$ cat src/rtl/frs_pkg.sv
package frs_pkg;
  // Source of the next fetch address, in priority order (highest last).
  typedef enum logic [1:0] {
    NXT_SEQ = 2'd0,
    NXT_BTB = 2'd1,
    NXT_RAS = 2'd2
  } frs_nxt_src_e;
endpackage

$ cat src/rtl/frs_branch_scan.sv
// Finds the lowest and second-lowest control-flow slots at or after the start slot.
module frs_branch_scan #(
  parameter int SLOTS = 16,
  parameter int IDX_W = $clog2(SLOTS)
) (
  input  logic [SLOTS-1:0] ctl_slots,
  input  logic [IDX_W-1:0] start_idx,
  output logic             first_found,
  output logic [IDX_W-1:0] first_idx,
  output logic             second_found,
  output logic [IDX_W-1:0] second_idx
);
  always_comb begin
    first_found  = 1'b0;
    first_idx    = '0;
    second_found = 1'b0;
    second_idx   = '0;
    // Walk downward: every newly found lower slot pushes the old first to second.
    for (int i = SLOTS - 1; i >= 0; i--) begin
      if (ctl_slots[i] && (i >= int'(start_idx))) begin
        second_found = first_found;
        second_idx   = first_idx;
        first_found  = 1'b1;
        first_idx    = IDX_W'(i);
      end
    end
  end
endmodule

$ cat src/rtl/frs_run_len.sv
// Turns start slot, cap and closing branch into a run length and slot mask.
module frs_run_len #(
  parameter int SLOTS   = 16,
  parameter int MAX_RUN = 12,
  parameter int IDX_W   = $clog2(SLOTS),
  parameter int CNT_W   = $clog2(MAX_RUN + 1)
) (
  input  logic [IDX_W-1:0] start_idx,
  input  logic [CNT_W-1:0] cfg_max,
  input  logic             term_found,
  input  logic [IDX_W-1:0] term_idx,
  output logic             term_in_run,
  output logic [CNT_W-1:0] run_len,
  output logic [SLOTS-1:0] run_mask
);
  localparam int LW = ((CNT_W > IDX_W + 1) ? CNT_W : IDX_W + 1) + 1;

  logic [LW-1:0] eff_cap;
  logic [LW-1:0] line_rem;
  logic [LW-1:0] cap;
  logic [LW-1:0] term_dist;
  logic [LW-1:0] len_w;

  always_comb begin
    if ((cfg_max == '0) || (cfg_max > CNT_W'(MAX_RUN))) eff_cap = LW'(MAX_RUN);
    else                                                 eff_cap = LW'(cfg_max);
    line_rem    = LW'(SLOTS) - LW'(start_idx);
    cap         = (eff_cap < line_rem) ? eff_cap : line_rem;
    term_dist   = LW'(term_idx) - LW'(start_idx) + LW'(1);
    term_in_run = term_found && (term_dist <= cap);
    len_w       = term_in_run ? term_dist : cap;
    run_len     = CNT_W'(len_w);
  end

  for (genvar g = 0; g < SLOTS; g++) begin : g_mask
    assign run_mask[g] = (LW'(g) >= LW'(start_idx)) &&
                         (LW'(g) < (LW'(start_idx) + len_w));
  end
endmodule

$ cat src/rtl/frs_next_pc.sv
// Picks the next fetch address: link stack, then target buffer, then sequential.
module frs_next_pc
  import frs_pkg::*;
#(
  parameter int ADDR_W = 32
) (
  input  logic              redirect,
  input  logic              term_is_ret,
  input  logic              ras_valid,
  input  logic [ADDR_W-1:0] ras_addr,
  input  logic              btb_hit,
  input  logic [ADDR_W-1:0] btb_target,
  input  logic [ADDR_W-1:0] seq_addr,
  output logic [ADDR_W-1:0] next_addr
);
  frs_nxt_src_e src;

  always_comb begin
    src = NXT_SEQ;
    if (redirect) begin
      if (term_is_ret && ras_valid) src = NXT_RAS;
      else if (btb_hit)             src = NXT_BTB;
    end
    unique case (src)
      NXT_RAS: next_addr = ras_addr;
      NXT_BTB: next_addr = btb_target;
      default: next_addr = seq_addr;
    endcase
  end
endmodule

$ cat src/rtl/fetch_run_sel.sv
module fetch_run_sel #(
  parameter int ADDR_W      = 32,
  parameter int SLOTS       = 16,
  parameter int MAX_RUN     = 12,
  parameter int INSTR_BYTES = 4,
  localparam int IDX_W      = $clog2(SLOTS),
  localparam int CNT_W      = $clog2(MAX_RUN + 1),
  localparam int OFF_LSB    = $clog2(INSTR_BYTES)
) (
  input  logic              clk,
  input  logic              rst_n,
  input  logic              req_valid,
  input  logic [ADDR_W-1:0] fetch_addr,
  input  logic [SLOTS-1:0]  pd_branch,
  input  logic [SLOTS-1:0]  pd_uncond,
  input  logic [SLOTS-1:0]  pd_return,
  input  logic [CNT_W-1:0]  max_run,
  input  logic              dir1_taken,
  input  logic              pred2_taken,
  input  logic              btb_hit,
  input  logic [ADDR_W-1:0] btb_target,
  input  logic              ras_valid,
  input  logic [ADDR_W-1:0] ras_addr,
  output logic              out_valid,
  output logic [SLOTS-1:0]  out_mask,
  output logic [CNT_W-1:0]  out_count,
  output logic [ADDR_W-1:0] out_next_addr
);
  logic [SLOTS-1:0]  ctl_slots;
  logic [IDX_W-1:0]  start_idx;
  logic              b1_found, b2_found;
  logic [IDX_W-1:0]  b1_idx, b2_idx;
  logic              b1_taken, b2_taken;
  logic              term_found, term_taken, term_is_ret, term_in_run;
  logic [IDX_W-1:0]  term_idx;
  logic [CNT_W-1:0]  run_len;
  logic [SLOTS-1:0]  run_mask;
  logic [ADDR_W-1:0] seq_addr, sel_addr;

  assign ctl_slots = pd_branch | pd_uncond | pd_return;
  assign start_idx = fetch_addr[OFF_LSB +: IDX_W];

  frs_branch_scan #(.SLOTS(SLOTS), .IDX_W(IDX_W)) u_scan (
    .ctl_slots    (ctl_slots),
    .start_idx    (start_idx),
    .first_found  (b1_found),
    .first_idx    (b1_idx),
    .second_found (b2_found),
    .second_idx   (b2_idx)
  );

  // First branch: direction only. Second branch: full prediction, always closes.
  always_comb begin
    b1_taken    = dir1_taken  | pd_uncond[b1_idx] | pd_return[b1_idx];
    b2_taken    = pred2_taken | pd_uncond[b2_idx] | pd_return[b2_idx];
    term_found  = 1'b0;
    term_idx    = b2_idx;
    term_taken  = 1'b0;
    if (b1_found && b1_taken) begin
      term_found = 1'b1;
      term_idx   = b1_idx;
      term_taken = 1'b1;
    end else if (b2_found) begin
      term_found = 1'b1;
      term_idx   = b2_idx;
      term_taken = b2_taken;
    end
    term_is_ret = pd_return[term_idx];
  end

  frs_run_len #(.SLOTS(SLOTS), .MAX_RUN(MAX_RUN), .IDX_W(IDX_W), .CNT_W(CNT_W)) u_len (
    .start_idx   (start_idx),
    .cfg_max     (max_run),
    .term_found  (term_found),
    .term_idx    (term_idx),
    .term_in_run (term_in_run),
    .run_len     (run_len),
    .run_mask    (run_mask)
  );

  assign seq_addr = (fetch_addr & ~ADDR_W'(INSTR_BYTES - 1))
                  + (ADDR_W'(run_len) << OFF_LSB);

  frs_next_pc #(.ADDR_W(ADDR_W)) u_npc (
    .redirect    (term_in_run && term_taken),
    .term_is_ret (term_is_ret),
    .ras_valid   (ras_valid),
    .ras_addr    (ras_addr),
    .btb_hit     (btb_hit),
    .btb_target  (btb_target),
    .seq_addr    (seq_addr),
    .next_addr   (sel_addr)
  );

  // Next-state logic with explicit clock enable on the data registers.
  logic              valid_d;
  logic [SLOTS-1:0]  mask_d;
  logic [CNT_W-1:0]  count_d;
  logic [ADDR_W-1:0] next_d;
  logic              data_en;

  always_comb begin
    valid_d = req_valid;
    data_en = req_valid;
    mask_d  = run_mask;
    count_d = run_len;
    next_d  = sel_addr;
  end

  always_ff @(posedge clk or negedge rst_n) begin
    if (!rst_n) begin
      out_valid     <= 1'b0;
      out_mask      <= '0;
      out_count     <= '0;
      out_next_addr <= '0;
    end else begin
      out_valid <= valid_d;
      if (data_en) begin
        out_mask      <= mask_d;
        out_count     <= count_d;
        out_next_addr <= next_d;
      end
    end
  end

  AST_VALID_FOLLOWS: assert property (@(posedge clk) disable iff (!rst_n)
    req_valid |=> out_valid);
  AST_IDLE_NO_VALID: assert property (@(posedge clk) disable iff (!rst_n)
    !req_valid |=> !out_valid);
  AST_IDLE_HOLD: assert property (@(posedge clk) disable iff (!rst_n)
    !req_valid |=> ($stable(out_count) && $stable(out_next_addr) && $stable(out_mask)));
  AST_COUNT_CAP: assert property (@(posedge clk) disable iff (!rst_n)
    out_valid |-> ((out_count != '0) && (out_count <= CNT_W'(MAX_RUN))));
  AST_MASK_POP: assert property (@(posedge clk) disable iff (!rst_n)
    out_valid |-> ($countones(out_mask) == int'(out_count)));
  AST_MASK_CONTIG: assert property (@(posedge clk) disable iff (!rst_n)
    out_valid |-> ($countones(out_mask ^ (out_mask << 1)) <= 2));
endmodule

$ cat config.mk
export PLATFORM = sky130hd
export DESIGN_NAME = fetch_run_sel
export DESIGN_NICKNAME = d
export VERILOG_FILES = /design/src/rtl/frs_pkg.sv /design/src/rtl/frs_branch_scan.sv /design/src/rtl/frs_run_len.sv /design/src/rtl/frs_next_pc.sv /design/src/rtl/fetch_run_sel.sv
export SDC_FILE = /design/constraint.sdc
export NUM_CORES = 1
export LEC_CHECK = 0
export BUFFER_PORTS_ARGS = -buffer_cell sky130_fd_sc_hd__buf_2
export CAP_MARGIN = 10
export CORE_MARGIN = 3
export CORE_UTILIZATION = 43
export CTS_CLUSTER_SIZE = 25
export DETAILED_ROUTE_END_ITERATION = 10
export GPL_TIMING_DRIVEN = 0
export PLACE_DENSITY_LB_ADDON = 0.15
export SETUP_SLACK_MARGIN = 0.02
export SLEW_MARGIN = 10
export SYNTH_ARGS = -nofsm -noshare
export SYNTH_HDL_FRONTEND = slang
export SYNTH_SLANG_ARGS = --single-unit
$ cat constraint.sdc
create_clock -name clk -period 1.3 [get_ports clk]
set_clock_uncertainty 0.15 [all_clocks]
set_input_delay 0.065 -clock clk [delete_from_list [all_inputs] [get_ports clk]]
set_output_delay 0.065 -clock clk [all_outputs]
set_load 0.005 [all_outputs]
==> results of run 1 <==
## metrics by stage
step / power [mW] / worst slack (ns) / instance area [um2] / hold slack [ns] / TNS (ns)
final: 14.39 / -6.366 / 9310 / 0.04728 / -299.92
after floorplan: 8.107 / -5.967 / 6487 / -0.3806 / -272.21
after detailed placement: 10.75 / -7.568 / 7739 / 0.04774 / -348.69
after CTS: 12.32 / -6.454 / 8173 / -0.08621 / -300.66
after global placement: 10.65 / -7.510 / 7739 / 0.04608 / -345.96
after global routing: 15.36 / -6.616 / 9310 / 0.06631 / -311.76
## logic make-up after synthesis
kind of cell,Yosys count,synth area share (%)
AOI/OAI and AO/OA,255,30.34
xor gates and xnor gates,38,5.426
adders and majority gates,27,5.630
buffers and inverters,77,5.304
DFF,53,21.62
muxes,64,11.30
other,1,0.06114
and+or+nand+nor,248,20.32
## area by class of cell
cell class | count | area, um2
well taps | 180 | 225.2
repair buffers | 271 | 1594
multi-input cells | 633 | 5590
inverters | 38 | 161.4
flip-flops and latches | 53 | 1326
plain buffers | 38 | 274.0
clock buffers | 6 | 128.9
clock inverters | 2 | 10.01
fillers | 1181 | 4624
## routing by layer
layer	part of all wire, %	vias up	routed length (um)	track usage, %
li1	-	3415	-	-
met1	41	3481	9935	35.02
met2	49	392	12040	48.96
met3	6.7	63	1632	3.930
met4	3.6	0	891	9.503
met5	0	-	0	0
## state kept, by name (all words and copies together), names as in the netlist
| register | cells |
|---|---|
| out_next_addr | 32 |
| out_mask | 16 |
| out_count | 4 |
| out_valid | 1 |
## worst max-delay path, delay by kind of cell
family          cells  cell delay (ns)
compound gates     12             2.09
mux                 3             0.84
fa+ha+maj           6             1.56
xor+xnor            2             0.39
simple gates       13             2.07
buf+inv             7             0.68
## cells in the final DEF, fill, tap and decap left out, types with 11 or more instances in the layout
cell type and instances:
buf_2 205, buf_4 62, nor2_1 54, dfrtp_1 53
a21oi_1 52, nand2_1 50, inv_1 29, a221oi_1 26
o21ai_0 25, o211ai_1 22, mux2_2 20, mux2i_1 19
xor2_1 19, mux2_4 18, clkbuf_1 17, nand3_1 13
a21oi_2 12, xnor2_1 12, ha_4 12, nor2_4 11
nor3_1 11
## report_power, final
| part | internal [mW] | switching [mW] |
|---|---|---|
| clock network | 0.709 | 0.584 |
| logic | 4.98 | 5.30 |
| registers | 2.40 | 0.413 |
| total | 8.09 | 6.30 |
## final timing paths
kind                                    from                 to  slack (ns)  depth (start not counted)
setup reg to reg                 out_mask[7]        out_mask[7]        0.30                          2
max in group asynchronous              rst_n  out_next_addr[28]        0.28                          2
hold reg to reg            out_next_addr[29]  out_next_addr[29]        0.35                          1
setup / recovery               fetch_addr[2]  out_next_addr[28]       -6.37                         43
hold / removal                   ras_addr[2]   out_next_addr[2]        0.05                          4
min in group asynchronous              rst_n   out_next_addr[1]        0.24                          2
## timing repair
item	in CTS	in global routing
pin swaps	9	76
setup endpoints to repair	52	52
cloned	0	1
gates resized for setup	35	151
setup buffers	12	48
hold buffers	5	1
hold endpoints to repair	56	53
==> impl_metrics.env, run 1 <==
export IMPL_ys_async_sr_fraction_pct=100.0
export IMPL_worstPathRequired_ns=1.32
export IMPL_core_rowCount=43
export IMPL_first_pass_iters=5
export IMPL_routed_via_density=6.020
export IMPL_drt_wirelength_per_cell_um=20.07
export IMPL_ant_nets=0
export IMPL_dpl_cell_count=1148
export IMPL_die_w_um=125.4
export IMPL_p_per_area_nw_per_um2=1545
export IMPL_die_y_um=125.4
export IMPL_syn_area_um2=6133
export IMPL_crit_arrival_ns=7.69
export IMPL_grt_max_degree=54
export IMPL_critPathMaxFanout=7
export IMPL_drt_wl_total_mm=24.50
export IMPL_drt_iter0_drc=616
export IMPL_grt_usage_pct=27.88
export IMPL_instances_no_fill=1221
export IMPL_antenna_found_initial=0
export IMPL_drv_slew=0
export IMPL_yosys_register_bits=53
export IMPL_hpwl_mm=18.65
export IMPL_fp_coreArea_um2=13930
export IMPL_synthTopCellsByArea="dfrtp_1 22%, mux2_2 6.8%, a21oi_1 5.4%"
export IMPL_fmax_mhz=130.4
export IMPL_ctsRootBufferMaster="clkbuf_16"
export IMPL_tightest_slew_ns=1.071
export IMPL_hp_class="input pin to register"
export IMPL_syn_nets=942
export IMPL_grt_pass1_vias=6862
export IMPL_seq_area_frac_synth_pct=21.62
export IMPL_layout_nets=1219
export IMPL_synth_common_cells="71 x nor2_1, 66 x a21oi_1, 61 x nand2_1, 53 x dfrtp_1, 37 x mux2_2"
export IMPL_grt_remaining_overflow=0
export IMPL_critPathMaxStageDelay_ns=0.43
export IMPL_n_antenna_cell=0
export IMPL_grt_pass1_wl_mm=35.85
export IMPL_crit_path_frequent_cell="ha_4"
export IMPL_violations="setup timing"
export IMPL_clk_latency_ns=0.29
export IMPL_io_pins=208
export IMPL_drc_errors=0
export IMPL_setup_slack_ns=-6.366
export IMPL_path_clk_slew_ns=0.06
export IMPL_cp_slowest_cell="fa_1"
export IMPL_gp_congestion=0.9439
export IMPL_start_util_pct=44.02
export IMPL_drive_gt1_share_pct=48.70
export IMPL_syn_inst=763
export IMPL_hold_violations=0
export IMPL_area_growth_pct=51.80
export IMPL_io_buffers=205
export IMPL_critPathKind="input pin to register"
export IMPL_relSlewSlack_pct=27.48
export IMPL_outcome="complete, but fails checks"
export IMPL_synth_edf_count=0
export IMPL_cts_buffers=5
export IMPL_rsz0062_at_grt="yes"
export IMPL_clock_sinks=53
export IMPL_setup_viol=52
export IMPL_drv_cap=0
export IMPL_dr_total_vias=7351
export IMPL_die_area_um2=15730
export IMPL_leakage_nw=4.009
export IMPL_fin_util_pct=66.81
export IMPL_ys_warnings_count=0
export IMPL_post_route_period_util_pct=589.7
export IMPL_synth_top_area_share_pct=21.62
export IMPL_end_kind="register"
export IMPL_synth_most_common_cell="nor2_1"
export IMPL_syn_mean_instance_area_um2=8.039
export IMPL_cts_tree="built"
export IMPL_ir_worst_vdd_mv=0.8313
export IMPL_start_kind="input pin"
export IMPL_clockBufferDepth=2
export IMPL_htreeDepth=2
export IMPL_yosysTopAreaCell="dfrtp_1"
export IMPL_fin_crit_ns=7.666
export IMPL_synthFlopType="dfrtp_1"
export IMPL_synth_distinct_cells=92
(Power assumes the default switching activity.)
==> run 2, diff against run 1 <==
--- a/config.mk
+++ b/config.mk
@@ -5,7 +5,7 @@
 export SDC_FILE = /design/constraint.sdc
 export NUM_CORES = 1
 export LEC_CHECK = 0
-export BUFFER_PORTS_ARGS = -buffer_cell sky130_fd_sc_hd__buf_2
+export BUFFER_PORTS_ARGS = -buffer_cell sky130_fd_sc_hd__buf_4
 export CAP_MARGIN = 10
 export CORE_MARGIN = 3
 export CORE_UTILIZATION = 43
==> run 2 against run 1 <==
The flow still finishes with violations (setup timing). Critical path depth increased by 1. Sequential share of layout area decreased by 0.99 points. Die area unchanged. Highest routed layer unchanged. Clock power increased by 5%. Sequential cell count unchanged.
==> impl_metrics.env, run 2 (synthesis gave the netlist of run 1 again) <==
export IMPL_outcome="complete, but fails checks"
export IMPL_violations="setup timing"
export IMPL_start_util_pct=44.02
export IMPL_cts_tree="built"
export IMPL_critPathKind="input pin to register"
export IMPL_multiInputGateArea_um2=5674
export IMPL_n_antenna_cell=0
export IMPL_drive_gt1_share_pct=50.71
export IMPL_worst_path_buf_inv=8
export IMPL_worst_path_stages=44
export IMPL_start_kind="input pin"
export IMPL_ctsRootBufferMaster="clkbuf_16"
export IMPL_holdWs_ns=0.02517
export IMPL_drv_slew=0
export IMPL_fillers=1066
export IMPL_fmax_mhz=133.5
export IMPL_ant_nets=0
export IMPL_grt_pass1_wl_mm=38.78
export IMPL_clk_latency_ns=0.29
export IMPL_grt_usage_pct=30.14
export IMPL_first_pass_iters=5
export IMPL_cp_slowest_cell="or4_4"
export IMPL_drt_iter0_drc=647
export IMPL_setup_viol=52
export IMPL_end_kind="register"
export IMPL_critPathMaxFanout=5
export IMPL_clockBufferDepth=2
export IMPL_hold_depth=4
export IMPL_area_growth_pct=63.14
export IMPL_drt_wl_total_mm=25.35
export IMPL_top_regs="out_next_addr: 32 flops, out_mask: 16 flops, out_count: 4 flops"
export IMPL_largest_register_ffs=32
export IMPL_dpl_cell_count=1148
export IMPL_die_w_um=125.4
export IMPL_hpwl_mm=18.88
export IMPL_fp_coreArea_um2=13930
export IMPL_hold_violations=0
export IMPL_critPathMaxStageDelay_ns=0.50
export IMPL_io_pins=208
export IMPL_htreeDepth=2
export IMPL_io_buffers=205
export IMPL_final_area_um2=10010
export IMPL_relSlewSlack_pct=17.67
export IMPL_final_common_cell="buf_4"
export IMPL_drc_errors=0
export IMPL_crit_arrival_ns=7.52
export IMPL_cp_top_family="simple AND/OR/NAND/NOR gates"
export IMPL_die_area_um2=15730
export IMPL_instances_no_fill=1229
export IMPL_rsz0062_at_grt="yes"
export IMPL_leakage_nw=4.276
export IMPL_antenna_found_initial=0
export IMPL_grt_max_degree=54
export IMPL_r2r_cells=1
export IMPL_die_y_um=125.4
export IMPL_routed_via_density=6.064
export IMPL_final_cell_mix="266 x buf_4, 53 x nor2_1, 53 x dfrtp_1, 52 x nand2_1, 48 x a21oi_1"
export IMPL_worstPathRequired_ns=1.33
export IMPL_ir_worst_vdd_mv=0.7731
export IMPL_tightest_slew_ns=1.224
export IMPL_max_flop_register="out_next_addr"
export IMPL_layout_nets=1228
export IMPL_hp_class="input pin to register"
export IMPL_drt_wirelength_per_cell_um=20.62
export IMPL_gp_congestion=0.9442
export IMPL_dr_total_vias=7453
export IMPL_grt_pass1_vias=7281
export IMPL_clock_sinks=53
export IMPL_setup_slack_ns=-6.190
export IMPL_path_clk_slew_ns=0.07
export IMPL_fin_crit_ns=7.490
export IMPL_post_route_period_util_pct=576.2
export IMPL_postPlaceCellArea_um2=8252
export IMPL_drv_cap=0
export IMPL_cts_buffers=5
export IMPL_core_rowCount=43
export IMPL_grt_remaining_overflow=0
export IMPL_seq_area_um2=1326
export IMPL_p_per_area_nw_per_um2=1584
[run 2: final cells by class]
cell class | instances | area share (%)
tap | 180 | 2.251
clock buffer | 7 | 1.426
sequential | 53 | 13.26
multi-input combinational | 633 | 56.71
inverter | 38 | 1.638
buffer | 38 | 2.964
timing repair buffer | 280 | 21.76
[run 2: repair_timing]
action,4_1_cts,5_1_grt
hold endpoints to repair,56,0
endpoints found under the setup margin,52,52
resized for setup,136,72
gates cloned,1,0
setup buffers,46,27
hold buffers,6,0
pin swaps,79,61
[run 2: where the power goes]
part / internal (mW) / total [mW] / switching, mW
clock network: 0.759 / 1.36 / 0.597
logic: 5.96 / 11.6 / 5.68
registers: 2.40 / 2.86 / 0.460
total: 9.12 / 15.9 / 6.73
[run 2: routing by layer]
layer | vias to the layer above | global-route usage (%) | wire [um]
met3 | 71 | 3.674 | 1801
li1 | 3436 | - | -
met4 | 0 | 9.758 | 991
met2 | 402 | 53.46 | 12540
met1 | 3544 | 38.01 | 10010
met5 | - | 0 | 0
[run 2: worst paths after layout]
check	start	end	slack (ns)
max in group asynchronous	rst_n	out_count[3]	0.32
max	fetch_addr[2]	out_next_addr[30]	-6.19
min in group asynchronous	rst_n	out_valid	0.21
max reg2reg	out_next_addr[4]	out_next_addr[4]	0.31
min reg2reg	out_next_addr[7]	out_next_addr[7]	0.36
min	fetch_addr[6]	out_next_addr[6]	0.03
[run 2: through the flow]
step	total power, mW	util (%)	setup TNS [ns]	setup WS [ns]
floorplan	8.107	-	-272.21	-5.967
global placement	11.20	59.22	-344.72	-7.487
detailed placement	11.31	59.22	-344.67	-7.514
CTS	14.35	68.20	-291.04	-6.117
global route	16.86	71.81	-308.89	-6.541
finish	15.85	71.81	-294.21	-6.190
